<file path="src/rtl/asu_pkg.sv">
package asu_pkg;

  typedef enum logic [2:0] {
    OP_ADD = 3'd0,
    OP_SUB = 3'd1,
    OP_RSB = 3'd2,
    OP_ADC = 3'd3,
    OP_SBC = 3'd4,
    OP_RSC = 3'd5
  } asu_op_e;

  typedef struct packed {
    logic n;
    logic z;
    logic c;
    logic v;
  } asu_flags_t;

  localparam int unsigned FLAG_W = $bits(asu_flags_t);

endpackage

</file>
<file path="src/rtl/asu_adder.sv">
module asu_adder
  import asu_pkg::*;
#(
  parameter int unsigned W = 32
) (
  input  logic [2:0]   op,
  input  logic [W-1:0] a,
  input  logic [W-1:0] b,
  input  logic         carry_in,
  output logic [W-1:0] sum,
  output logic         cout,
  output logic         ovf,
  output logic         op_ok
);

  logic         swap;
  logic         invert;
  logic         cin;
  logic [W-1:0] x;
  logic [W-1:0] y;
  logic [W-1:0] y_eff;
  logic [W:0]   full;

  // Decode the operation into swap / invert / carry-in controls
  always_comb begin
    swap   = 1'b0;
    invert = 1'b0;
    cin    = 1'b0;
    op_ok  = 1'b1;
    case (op)
      OP_ADD: begin end
      OP_ADC: cin = carry_in;
      OP_SUB: begin invert = 1'b1; cin = 1'b1; end
      OP_RSB: begin invert = 1'b1; cin = 1'b1; swap = 1'b1; end
      OP_SBC: begin invert = 1'b1; cin = carry_in; end
      OP_RSC: begin invert = 1'b1; cin = carry_in; swap = 1'b1; end
      default: op_ok = 1'b0;
    endcase
  end

  // One shared W+1 bit adder for every operation
  always_comb begin
    x     = swap ? b : a;
    y     = swap ? a : b;
    y_eff = invert ? ~y : y;
    full  = {1'b0, x} + {1'b0, y_eff} + {{W{1'b0}}, cin};
    sum   = op_ok ? full[W-1:0] : '0;
    cout  = op_ok & full[W];
    ovf   = op_ok & (x[W-1] == y_eff[W-1]) & (full[W-1] != x[W-1]);
  end

endmodule

</file>
<file path="src/rtl/asu_flag_gen.sv">
module asu_flag_gen
  import asu_pkg::*;
#(
  parameter int unsigned W = 32
) (
  input  logic [W-1:0] sum,
  input  logic         cout,
  input  logic         ovf,
  output asu_flags_t   flags
);

  always_comb begin
    flags.n = sum[W-1];
    flags.z = (sum == '0);
    flags.c = cout;
    flags.v = ovf;
  end

endmodule

</file>
<file path="src/rtl/asu_status_reg.sv">
module asu_status_reg
  import asu_pkg::*;
#(
  parameter int unsigned SW = 32
) (
  input  logic          clk,
  input  logic          rst_n,
  input  logic          commit,
  input  logic          set_flags,
  input  logic          dest_pc,
  input  logic          op_ok,
  input  asu_flags_t    flags_new,
  input  logic [SW-1:0] saved,
  output logic [SW-1:0] stat_q
);

  localparam int unsigned FTOP = SW - 1;
  localparam int unsigned REST = SW - FLAG_W;

  logic          upd_en;
  logic [SW-1:0] stat_d;

  assign upd_en = commit & set_flags;

  // Next-state selection
  always_comb begin
    stat_d = stat_q;
    if (dest_pc) begin
      stat_d = saved;
    end else if (op_ok) begin
      stat_d[FTOP -: FLAG_W] = flags_new;
    end
  end

  // Status register with explicit clock enable
  always_ff @(posedge clk or negedge rst_n) begin
    if (!rst_n) begin
      stat_q <= '0;
    end else if (upd_en) begin
      stat_q <= stat_d;
    end
  end

  a_r9_no_commit_hold: assert property (@(posedge clk) disable iff (!rst_n)
    !commit |=> $stable(stat_q));

  a_r8_no_set_hold: assert property (@(posedge clk) disable iff (!rst_n)
    (commit && !set_flags) |=> $stable(stat_q));

  a_r7_restore: assert property (@(posedge clk) disable iff (!rst_n)
    (commit && set_flags && dest_pc) |=> (stat_q == $past(saved)));

  a_r12_low_kept: assert property (@(posedge clk) disable iff (!rst_n)
    (commit && set_flags && !dest_pc) |=> (stat_q[REST-1:0] == $past(stat_q[REST-1:0])));

  a_r11_reserved_hold: assert property (@(posedge clk) disable iff (!rst_n)
    (commit && set_flags && !dest_pc && !op_ok) |=> $stable(stat_q));

endmodule

</file>
<file path="src/rtl/addsub_flag_unit.sv">
module addsub_flag_unit
  import asu_pkg::*;
#(
  parameter int unsigned W  = 32,
  parameter int unsigned SW = 32
) (
  input  logic          clk,
  input  logic          rst_n,
  input  logic          commit_i,
  input  logic [2:0]    op_i,
  input  logic [W-1:0]  opa_i,
  input  logic [W-1:0]  opb_i,
  input  logic          set_flags_i,
  input  logic          dest_pc_i,
  input  logic [SW-1:0] saved_stat_i,
  output logic [W-1:0]  result_o,
  output logic [SW-1:0] stat_o
);

  localparam int unsigned N_POS = SW - 1;
  localparam int unsigned Z_POS = SW - 2;
  localparam int unsigned C_POS = SW - 3;

  logic       cout;
  logic       ovf;
  logic       op_ok;
  asu_flags_t flags_new;

  asu_adder #(.W(W)) u_adder (
    .op       (op_i),
    .a        (opa_i),
    .b        (opb_i),
    .carry_in (stat_o[C_POS]),
    .sum      (result_o),
    .cout     (cout),
    .ovf      (ovf),
    .op_ok    (op_ok)
  );

  asu_flag_gen #(.W(W)) u_flags (
    .sum   (result_o),
    .cout  (cout),
    .ovf   (ovf),
    .flags (flags_new)
  );

  asu_status_reg #(.SW(SW)) u_stat (
    .clk       (clk),
    .rst_n     (rst_n),
    .commit    (commit_i),
    .set_flags (set_flags_i),
    .dest_pc   (dest_pc_i),
    .op_ok     (op_ok),
    .flags_new (flags_new),
    .saved     (saved_stat_i),
    .stat_q    (stat_o)
  );

  a_r1_negative: assert property (@(posedge clk) disable iff (!rst_n)
    (commit_i && set_flags_i && !dest_pc_i && op_ok) |=> (stat_o[N_POS] == $past(result_o[W-1])));

  a_r2_zero: assert property (@(posedge clk) disable iff (!rst_n)
    (commit_i && set_flags_i && !dest_pc_i && op_ok) |=> (stat_o[Z_POS] == ($past(result_o) == '0)));

  a_r11_reserved_zero: assert property (@(posedge clk) disable iff (!rst_n)
    (op_i > 3'd5) |-> (result_o == '0));

endmodule

</file>
<file path="config.mk">
export PLATFORM = sky130hd
export DESIGN_NAME = addsub_flag_unit
export DESIGN_NICKNAME = d
export VERILOG_FILES = /design/src/rtl/asu_pkg.sv /design/src/rtl/asu_adder.sv /design/src/rtl/asu_flag_gen.sv /design/src/rtl/asu_status_reg.sv /design/src/rtl/addsub_flag_unit.sv
export SDC_FILE = /design/constraint.sdc
export NUM_CORES = 1
export LEC_CHECK = 0
export CORE_AREA = 8 8 99 137
export CTS_BUF_LIST = sky130_fd_sc_hd__clkbuf_4 sky130_fd_sc_hd__clkbuf_8 sky130_fd_sc_hd__clkbuf_16
export DETAILED_ROUTE_END_ITERATION = 12
export DIE_AREA = 0 0 107 145
export DONT_BUFFER_PORTS = 1
export GPL_ROUTABILITY_DRIVEN = 0
export SYNTH_ARGS = -nofsm -noshare
export SYNTH_HDL_FRONTEND = slang
export SYNTH_SLANG_ARGS = --single-unit
</file>
<file path="constraint.sdc">
create_clock -name clk -period 6.4 [get_ports clk]
set_input_delay 0.64 -clock clk [delete_from_list [all_inputs] [get_ports clk]]
set_output_delay 0.64 -clock clk [all_outputs]
set_load 0.1 [all_outputs]
</file>
# After elaboration in Yosys (flattened, before gate mapping)
# Cells that the tools add are included.
# totals
reg_bits	32
input_bits	104
output_inout_bits	64
word_cells	36
# op_classes
n_addsub	2
eq_ne	7
muxes	10
bitwise_logic	5
reduce_logical	10
# ops
cell	count
32-bit 2-to-1 mux	4
32-bit by 32-bit adder with 33-bit output	1
33-bit by 1-bit adder with 33-bit output	1
32-bit logical NOT	1
32-bit inverter	1
4-bit 2-to-1 mux	2
3-bit by 2-bit equality test with 1-bit output, second input constant	2
3-bit equality test, second input constant	2
6-bit OR reduction	1
1-bit AND	4
2-bit AND reduction	2
2-bit OR reduction	2
4-bit OR reduction	1
3-bit by 1-bit equality test with 1-bit output, second input constant	1
3-bit logical NOT	1
1-bit 2-to-1 mux	3
3-bit OR reduction	1
1-bit one-hot mux with 2 select lines	1
2-bit nonzero test	1
1-bit equality test	1
1-bit inequality test	1

# Longest topological paths before layout
# Gate-level depths: netlist of the first run.
# logic_depth
word_depth	12
mapped_depth	19

# By module
# From an unflattened synthesis of the first run, not the netlist that was laid out.
# unflattened
cells_unflattened	509
area_unflattened_um2	4559.4
# by_module_without_submodules
mod	n_inst	cells_per_inst	area_each_um2	seq_area_each_um2
asu_adder	1	422	3125.5	0.0
asu_status_reg	1	73	1338.8	800.8
asu_flag_gen	1	14	95.1	0.0

# Worst setup path after synthesis of the first run
# OpenSTA, ideal clock, no wires.
# synth_path
path_kind	input to output
start	input port op_i[0]
end	output port result_o[30]
arrival_ps	5677
required_ps	5760
setup_slack_ps	83
path_stages	15
cell_sequence	nor2_1 -> xor2_1 -> clkbuf_1 -> nor3_1 -> a211oi_1 -> fa_1 -> inv_1 -> fa_1 -> a21o_1 -> a221o_1 -> and3_1 -> o21ai_0 -> nand4_1 -> a311oi_1 -> mux2i_1
# synth_between
elab_chain_len	9
word_cells_on_any_way	22
cone_classes	add/sub (2); eq/ne (5); mux (8); bitwise (1); reduce/logical (6)
# synth_lines
item	line_no	text
start: declaration	addsub_flag_unit.sv:10	input logic [2:0] op_i,
3-bit by 2-bit equality test with 1-bit output or 3-bit equality test (tied branches)	asu_adder.sv:30	case (op)
2-bit OR reduction (no source line)	--	
1-bit 2-to-1 mux	asu_adder.sv:30	
32-bit 2-to-1 mux	asu_adder.sv:44	y = swap ? a : b;
32-bit inverter	asu_adder.sv:45	y_eff = invert ? ~y : y;
32-bit 2-to-1 mux	asu_adder.sv:45	
32-bit by 32-bit adder with 33-bit output	asu_adder.sv:46	full = {1'b0, x} + {1'b0, y_eff} + {{W{1'b0}}, cin};
33-bit by 1-bit adder with 33-bit output	asu_adder.sv:46	
32-bit 2-to-1 mux *	asu_adder.sv:47	sum = op_ok ? full[W-1:0] : '0;
end: declaration	addsub_flag_unit.sv:16	output logic [W-1:0] result_o,
# Mark *: on every way between the ends. The rest lies on a longest branch, timed or not.

# Worst setup path after layout of the first run
# Same ends and word-level chain as after synthesis.

==> reports/qor.txt, run 1 <==
Yosys warning count = 0
CP Capture Type = output port
Site Rows = 47
Synth Area in Compound Gates = 25.8%
PnR worst setup slack = 616 ps
chip width = 107 um
Worst EP required = 5760 ps
Top reg by flops = u_stat.stat_q
Layout Nets = 749
die height = 145 um
total clock sinks = 32
Synth Area in Simple Gates = 30.5%
H-tree depth = 2
vias per inst = 6.04
Slew headroom = 16.3%
post-CTS setup buffer count = 0
Place WS = 645 ps
vias in the first global route = 4472
Post-CTS Hold Fix Bufs = 0
number of synthesized flops with an enable pin = 0
register area share after synthesis = 17.9%
IO buf count = 0
WL per Instance = 19.8 um
Final Max Slew Viols = 0
Yosys top cell area share = 17.9%
clk_skew = 0.365 ps
Hold Crit Class = in -> async
WP data arrival = 5140 ps
crit start category = input port
worst-skew pair later-pin latency = 270 ps
Via Count = 4589
Synth cell types = 63
Clock Tree Root = clkbuf_16
DR DRC count = 0
FF+latch count, synth = 32
most common flop cell mapped by yosys = dfrtp_1
Synth Cell Area = 4480 um^2
Reg2Reg Setup Slack = 1230 ps
Area Growth Syn to Fin = 13.8%
Final Power = 0.00203 W
Initial DRT Pass Iterations = 8
Die ar. = 15500 um^2
final hold violations = 0
Largest regs = u_stat.stat_q (32)
CTS Buf Count = 5
top achievable clock speed = 173 MHz
Post-Synthesis Cells = 611
RSZ-0062 raised after global routing = false
largest net degree at the start of global routing = 38
worst vdd ir = 0.317 mV
first-pass GRT wire length = 23100 um
R2R depth = 16
Slew @ Worst Pin = 1250 ps
r2r startpoint = u_stat.stat_q[29]
Clock Tree Buf Depth = 2
top-count cell post-synth = nand2_1
placeable core region = 11600 um^2
placed cells = 752
Initial DRC Count = 231
top cells by count, synth = nand2_1, nor2_1, nor3_1
Post-CTS Resized = 0
Leak Pwr = 2.43 nW
Syn Nets = 748
gr usage total = 18.1%
max-cap violations = 0
Period minus WS final = 5780 ps
hpwl dp = 12200 um
top post-synthesis cells by area = dfrtp_1, nand2_1, ha_1
CTS tree = done
global route total overflow = 0
post-synthesis average cell area = 7.32 um^2
Ports = 168
max FFs per register = 32
layout cells sized above 1 = 17.1%
post-route ant nets = 0
CTS clk-pin slew, worst paths = 50 ps
diode count = 0
# setup viols final = 0
Initial Util = 38.6%
xor and xnor area share after synthesis = 1.96%
final wirelength = 15000 um
cell taking the most area after synthesis = dfrtp_1
crit-path max FO = 18
Synth Area in Adders = 9.56%
Crit Path Category = in -> out
pwr dens = 399 nW/um^2
reg-to-reg endpoint = u_stat.stat_q[30]
post-synthesis mux area share = 10.5%
status = finished clean
Final TNS setup = 0 ps
final worst-path cycle share = 90.4%
ys async rst share = 100%
antenna violations before repair = 0
largest family of logic cells by synthesized area = simple AND/OR/NAND/NOR gates
final non-filler cell total = 760
area by class of cell:
cell class	count	area [um^2]
clock buffers	7	146
clock inverters	1	7.51
fillers	1142	6490
inverters	9	33.8
multi-input cells	534	3660
flip-flops and latches	32	801
well taps	147	184
repair buffers	30	265
per-stage QoR:
| stage | cell area [um^2] | util [%] | hold WS, ps |
|---|---|---|---|
| CTS | 5090 | 44.0 | 54.8 |
| finish | 5090 | 44.0 | 63.2 |
| global placement | 4940 | 42.6 | 345 |
| floorplan | 4480 | - | 344 |
| detailed placement | 4940 | 42.6 | 345 |
| global route | 5090 | 44.0 | 48.6 |
worst max-delay path: stages:
cell and delay, ps:
nor2_1 480, or3_1 660, buf_4 360, nor2_1 60, a211o_1 270, ha_1 410, nand3_1 150, o2111ai_1 150
a31oi_1 260, a2bb2oi_1 210, nand4_1 210, a311oi_1 620, mux2i_4 320, buf_4 320
logic make-up (layout without fill, tap and decap cells):
kind of cell,count (synthesis),after routing
and+or+nand+nor,299,299
xor gates and xnor gates,10,10
muxes,43,43
AOI/OAI and AO/OA,149,149
buffers and inverters,45,47
adders and majority gates,33,33
DFF,32,32
cells in the final DEF (no fill, tap or decap), types with 4 or more instances in the layout:
cell,instances
a31oi_1,7
and2_1,8
ha_1,31
mux2i_4,6
nand2b_1,14
dfrtp_1,32
o21a_1,5
a21oi_1,28
nor2_1,52
nor3_1,37
buf_4,28
a211o_1,31
a21o_1,21
clkbuf_16,5
inv_1,9
o21ai_0,10
nand3_1,12
nand2_1,130
xnor2_1,8
and3_1,5
a211oi_1,5
nand4_1,12
o21bai_1,4
mux2i_2,5
nor2_2,8
mux2_2,30
where the power goes:
part	switching, W	internal (W)
combinational	0.000880	0.000361
sequential	0.000322	0.000235
clock	0.0000770	0.000159
total	0.00128	0.000754
worst max path at each step:
stage	startpoint	end	depth (start not counted)
finish	op_i[0]	result_o[30]	14
global route	op_i[0]	result_o[30]	14
CTS	op_i[0]	result_o[30]	14
detailed placement	op_i[0]	u_stat.stat_q[30]	15
global placement	op_i[0]	u_stat.stat_q[30]	15
floorplan	op_i[0]	result_o[30]	15
layer usage:
layer	vias up	wire, um	track usage (%)
li1	2221	-	-
met1	2137	5500	19.2
met2	197	7560	32.4
met3	34	1500	5.27
met4	0	491	6.78
met5	-	0	0
Note: power is estimated with default switching activity, not from simulation.
==> run 2: changes to the inputs <==
--- a/config.mk
+++ b/config.mk
@@ -6,7 +6,7 @@
 export NUM_CORES = 1
 export LEC_CHECK = 0
 export CORE_AREA = 8 8 99 137
-export CTS_BUF_LIST = sky130_fd_sc_hd__clkbuf_4 sky130_fd_sc_hd__clkbuf_8 sky130_fd_sc_hd__clkbuf_16
+export CTS_BUF_LIST = sky130_fd_sc_hd__clkbuf_4
 export DETAILED_ROUTE_END_ITERATION = 12
 export DIE_AREA = 0 0 107 145
 export DONT_BUFFER_PORTS = 1
==> run 2 against run 1 <==
Net effect: via count grew 0.22%; critical path type unchanged; non-clock buffer count grew 1; largest power group unchanged; highest routed layer unchanged; critical endpoint unchanged; fmax grew 0.35%; die area is the same.
==> reports/qor.txt, run 2 (synthesis results as in run 1) <==
Initial Util = 38.6%
Top reg by flops = u_stat.stat_q
PnR worst setup slack = 636 ps
CTS clk-pin slew, worst paths = 100 ps
Final TNS setup = 0 ps
Post-CTS Hold Fix Bufs = 1
pwr dens = 381 nW/um^2
first-pass GRT wire length = 23100 um
CP Capture Type = output port
worst vdd ir = 0.235 mV
crit-path max cell delay = 660 ps
total clock sinks = 32
DR DRC count = 0
WP data arrival = 5120 ps
CP bufs+invs = 2
crit start category = input port
layout cells sized above 1 = 17.1%
largest net degree at the start of global routing = 38
Clock Tree Buf Depth = 2
final worst-path cycle share = 90.1%
Final Max Slew Viols = 0
worst-skew pair later-pin latency = 320 ps
Worst EP required = 5760 ps
Die ar. = 15500 um^2
post-CTS setup buffer count = 0
Initial DRT Pass Iterations = 6
chip width = 107 um
Clock Tree Root = clkbuf_4
IO buf count = 0
cells along the critical path = nor2_1 -> or3_1 -> buf_4 -> nor2_1 -> a211o_1 -> ha_1 -> nand3_1 -> o2111ai_1 -> a31oi_1 -> a2bb2oi_1 -> nand4_1 -> a311oi_1 -> mux2i_4 -> buf_4
# setup viols final = 0
hpwl dp = 12200 um
final hold violations = 0
combinational share of power = 65.1%
die height = 145 um
CTS Buf Count = 5
Largest regs = u_stat.stat_q (32)
design area = 5020 um^2
Crit Path Category = in -> out
Slew @ Worst Pin = 1250 ps
status = finished clean
max FFs per register = 32
final wirelength = 15000 um
gr usage total = 18.1%
Area Growth Syn to Fin = 12.1%
post-route ant nets = 0
vias in the first global route = 4468
clk_skew = 8.63 ps
diode count = 0
Leak Pwr = 2.39 nW
Site Rows = 47
top achievable clock speed = 173 MHz
Hold Crit Class = in -> async
Place WS = 645 ps
Period minus WS final = 5760 ps
Slew headroom = 16.5%
crit-path max FO = 18
CTS tree = done
Placed Area = 4940 um^2
Final Power = 0.00191 W
Initial DRC Count = 240
Layout Nets = 750
Fin Hold WS = 123 ps
Sequential Power Share = 29.1%
max-cap violations = 0
RSZ-0062 raised after global routing = false
Clock Power Share = 5.8%
global route total overflow = 0
most frequent cells in the layout = nand2_1, nor2_1, nor3_1, dfrtp_1
H-tree depth = 2
WL per Instance = 19.7 um
Ports = 168
Via Count = 4599
Net Sw Frac = 66.4%
crit-path leading delay family = simple AND/OR/NAND/NOR gates
Int Pwr = 0.000642 W
antenna violations before repair = 0
vias per inst = 6.04
most common cell after layout, fill and taps aside = nand2_1
slowest CP cell = or3_1
Post-CTS Resized = 0
placeable core region = 11600 um^2
switching pwr = 0.00127 W
==> run 2: changes by cell type in the layout (fill, tap and decap cells not counted) <==
cell and change:
clkbuf_8 -1, buf_12 +1, clkinv_1 +1, clkbuf_16 -5
clkbuf_4 +5
==> run 2: layout make-up <==
cell class	count	area [um^2]
timing repair buffer	31	285
fill	1154	6570
multi-input combinational	534	3660
sequential	32	801
tap	147	184
inverter	9	33.8
clock inverter	2	11.3
clock buffer	6	45.0
==> run 2: worst paths after layout <==
check | start | to | slack, ps | cells after the start
max | op_i[0] | result_o[30] | 640 | 14
min | rst_n | u_stat.stat_q[1] | 120 | 1
max reg2reg | u_stat.stat_q[29] | u_stat.stat_q[30] | 1240 | 16
min reg2reg | u_stat.stat_q[30] | u_stat.stat_q[30] | 1030 | 2
max in group asynchronous | rst_n | u_stat.stat_q[16] | 6090 | 1
min in group clk | saved_stat_i[1] | u_stat.stat_q[1] | 460 | 1
==> run 2: through the flow <==
step / util (%) / cells
after global placement: 42.6 / 752
final: 43.3 / 761
after global routing: 43.3 / 761
after detailed placement: 42.6 / 752
after floorplan: - / 611
after CTS: 43.3 / 761
==> run 2: power by group through the flow <==
stage	Sequential, W	Combinational, W	Clock (W)
5_1_grt	0.000561	0.00132	0.000125
6_report	0.000556	0.00124	0.000111
4_1_cts	0.000557	0.00125	0.000117
3_3_place_gp	0.000560	0.00123	0
3_5_place_dp	0.000562	0.00124	0
2_1_floorplan	0.000538	0.000985	0
==> run 2: layer usage <==
layer	share of wire (%)	global-route usage (%)	vias up
met3	10	5.45	39
met2	50	32.3	201
met5	0	0	-
li1	-	-	2230
met1	36	19.2	2129
met4	3.4	6.57	0
==> run 2: worst register-to-register path, delay by kind of cell (launching register included) <==
kind	cells	cell delay [ps]
DFF	1	990
buffers and inverters	2	230
AOI/OAI and AO/OA	4	830
and+or+nand+nor	8	2270
adders and majority gates	2	790
==> run 3: changes to the inputs <==
--- a/config.mk
+++ b/config.mk
@@ -5,10 +5,10 @@
 export SDC_FILE = /design/constraint.sdc
 export NUM_CORES = 1
 export LEC_CHECK = 0
-export CORE_AREA = 8 8 99 137
-export CTS_BUF_LIST = sky130_fd_sc_hd__clkbuf_4
+export ABC_AREA = 1
+export CORE_AREA = 8 8 106 146
 export DETAILED_ROUTE_END_ITERATION = 12
-export DIE_AREA = 0 0 107 145
+export DIE_AREA = 0 0 114 154
 export DONT_BUFFER_PORTS = 1
 export GPL_ROUTABILITY_DRIVEN = 0
 export SYNTH_ARGS = -nofsm -noshare
==> constraint.sdc (replaced) <==
create_clock -name clk -period 7.4 [get_ports clk]
set_input_delay 0.74 -clock clk [delete_from_list [all_inputs] [get_ports clk]]
set_output_delay 0.74 -clock clk [all_outputs]
set_load 0.1 [all_outputs]
==> run 3 against run 2 <==
Net effect: worst setup slack better by 1300 ps; sequential share of layout area down 1.5 points; via count up 14%; critical endpoint is now result_o[20]; highest routed layer unchanged.
==> reports/qor.txt, run 3 <==
Initial Util = 39.2%
post-route ant nets = 0
FF+latch count, synth = 32
final hold violations = 0
die height = 154 um
Place WS = 1950 ps
CTS Buf Count = 5
WP data arrival = 4740 ps
status = finished clean
first-pass GRT wire length = 25800 um
cells along the critical path = inv_1 -> nand2_1 -> or2_2 -> nand2_4 -> o21ai_0 -> xnor2_1 -> fa_1 -> inv_1 -> fa_1 -> nand2_1 -> a21oi_1 -> nand4_1 -> nand4_1 -> nand3_1 -> inv_1
PnR worst setup slack = 1920 ps
H-tree depth = 2
top achievable clock speed = 182 MHz
max FFs per register = 32
layout cells sized above 1 = 8.22%
Crit Path Category = in -> out
DR DRC count = 0
crit start category = input port
crit-path max cell delay = 690 ps
Ports = 168
Period minus WS final = 5480 ps
most common cell after layout, fill and taps aside = nand2_1
vias in the first global route = 5388
CTS clk-pin slew, worst paths = 50 ps
global route total overflow = 0
Area Growth Syn to Fin = 6.11%
max-cap violations = 0
clk_skew = 4.06 ps
vias per inst = 4.83
R2R depth = 15
final wirelength = 15700 um
Final Max Slew Viols = 0
cell mode on critical path = inv_1
Clock Tree Buf Depth = 2
total clock sinks = 32
Final TNS setup = 0 ps
pwr dens = 355 nW/um^2
WL per Instance = 14.6 um
Synth cell types = 31
final worst-path cycle share = 74.1%
IO buf count = 0
Slew headroom = 21.6%
Hold Crit Class = in -> async
Clock Tree Root = clkbuf_16
Die ar. = 17600 um^2
top cells by count, synth = nand2_1, inv_1, o21ai_0
number of synthesized flops with an enable pin = 0
top post-synthesis cells by area = nand2_1, dfrtp_1, inv_1
cell taking the most area after synthesis = nand2_1
Via Count = 5231
Top reg by flops = u_stat.stat_q
largest net degree at the start of global routing = 129
Slew @ Worst Pin = 1180 ps
most common flop cell mapped by yosys = dfrtp_1
worst-skew pair later-pin latency = 270 ps
Final Power = 0.00196 W
Initial DRT Pass Iterations = 4
Post-CTS Resized = 0
ys async rst share = 100%
hpwl dp = 13700 um
register area share after synthesis = 15.4%
post-CTS setup buffer count = 0
post-synthesis average cell area = 5.69 um^2
Worst EP required = 6660 ps
# setup viols final = 0
Reg2Reg Setup Slack = 3270 ps
CP Capture Type = output port
Syn Nets = 1051
crit-path max FO = 128
placed cells = 1074
chip width = 114 um
CP bufs+invs = 3
top-count cell post-synth = nand2_1
CTS tree = done
final non-filler cell total = 1082
Yosys top cell area share = 22.1%
crit-path leading delay family = simple AND/OR/NAND/NOR gates
gr usage total = 18.1%
worst vdd ir = 0.241 mV
Largest regs = u_stat.stat_q (32)
Yosys warning count = 0
Post-CTS Hold Fix Bufs = 0
Leak Pwr = 3.09 nW
antenna violations before repair = 0
Site Rows = 50
diode count = 0
Initial DRC Count = 184
Layout Nets = 1036
most frequent cells in the layout = nand2_1, inv_1, o21ai_0, nand3_1, nor2_1
slowest CP cell = nand2_4
Synth Cell Area = 5200 um^2
RSZ-0062 raised after global routing = false
post-route core utilization = 41.6%
WP depth = 15
Post-Synthesis Cells = 914
placeable core region = 13300 um^2
## run 3: cell types whose count changed in the layout (fill, tap and decap cells not counted), moves of 8 or more
cell | previous run | this run
a211o_1 | 31 | 0
a21o_1 | 21 | 0
buf_4 | 28 | 2
inv_1 | 9 | 188
nand2_1 | 130 | 305
nand2_2 | 0 | 10
nand2b_1 | 14 | 0
nand3_1 | 12 | 56
nand3_2 | 0 | 8
nand3b_1 | 3 | 11
nor3_1 | 37 | 2
o21ai_0 | 10 | 69
xnor2_1 | 8 | 32
## run 3: kinds of logic after synthesis
logic type | share of synthesized area [%]
buffers and inverters | 15.9
AO/OA/AOI/OAI | 9.89
adder cells (fa/ha/maj) | 8.23
multiplexers | 6.06
AND/OR/NAND/NOR | 39.2
flip-flops | 15.4
XOR/XNOR | 5.39
## run 3: worst register-to-register path: cells and delay by family, from the launching register on
family                   cells  cell delay [ps]
buffers and inverters        1              140
flip-flops                   1              970
AND/OR/NAND/NOR              9             1580
adder cells (fa/ha/maj)      2              680
AO/OA/AOI/OAI                3              650
## run 3: layer usage
| metal | global-route usage [%] | vias up | wire length [um] |
|---|---|---|---|
| met5 | 0 | - | 0 |
| met4 | 9.42 | 0 | 785 |
| met3 | 3.18 | 46 | 1020 |
| met2 | 34.9 | 165 | 8170 |
| met1 | 17.8 | 2249 | 5770 |
| li1 | - | 2771 | - |
## run 3: path summary, 6_finish.rpt
kind	startpoint	endpoint
max	op_i[2]	result_o[20]
min	rst_n	u_stat.stat_q[4]
max reg2reg	u_stat.stat_q[29]	u_stat.stat_q[30]
min in group clk	saved_stat_i[20]	u_stat.stat_q[20]
max in group asynchronous	rst_n	u_stat.stat_q[14]
min reg2reg	u_stat.stat_q[31]	u_stat.stat_q[31]
## run 3: area by class of cell
| class | instances | area [um^2] |
|---|---|---|
| Tap cell | 182 | 228 |
| Sequential cell | 32 | 801 |
| Fill cell | 1524 | 7740 |
| Clock buffer | 6 | 129 |
| Multi-Input combinational cell | 667 | 3590 |
| Clock inverter | 2 | 35.0 |
| Inverter | 191 | 717 |
| Timing Repair Buffer | 2 | 15.0 |
## run 3: power by group
part           switching (W)  internal, W
registers           0.000275     0.000203
clock network      0.0000677     0.000158
logic               0.000990     0.000265
## run 3: stage by stage
| step | area, um^2 | hold slack, ps |
|---|---|---|
| 2_1_floorplan | 5200 | 444 |
| 3_3_place_gp | 5360 | 445 |
| 3_5_place_dp | 5360 | 445 |
| 4_1_cts | 5520 | 157 |
| 5_1_grt | 5520 | 148 |
| 6_report | 5520 | 161 |
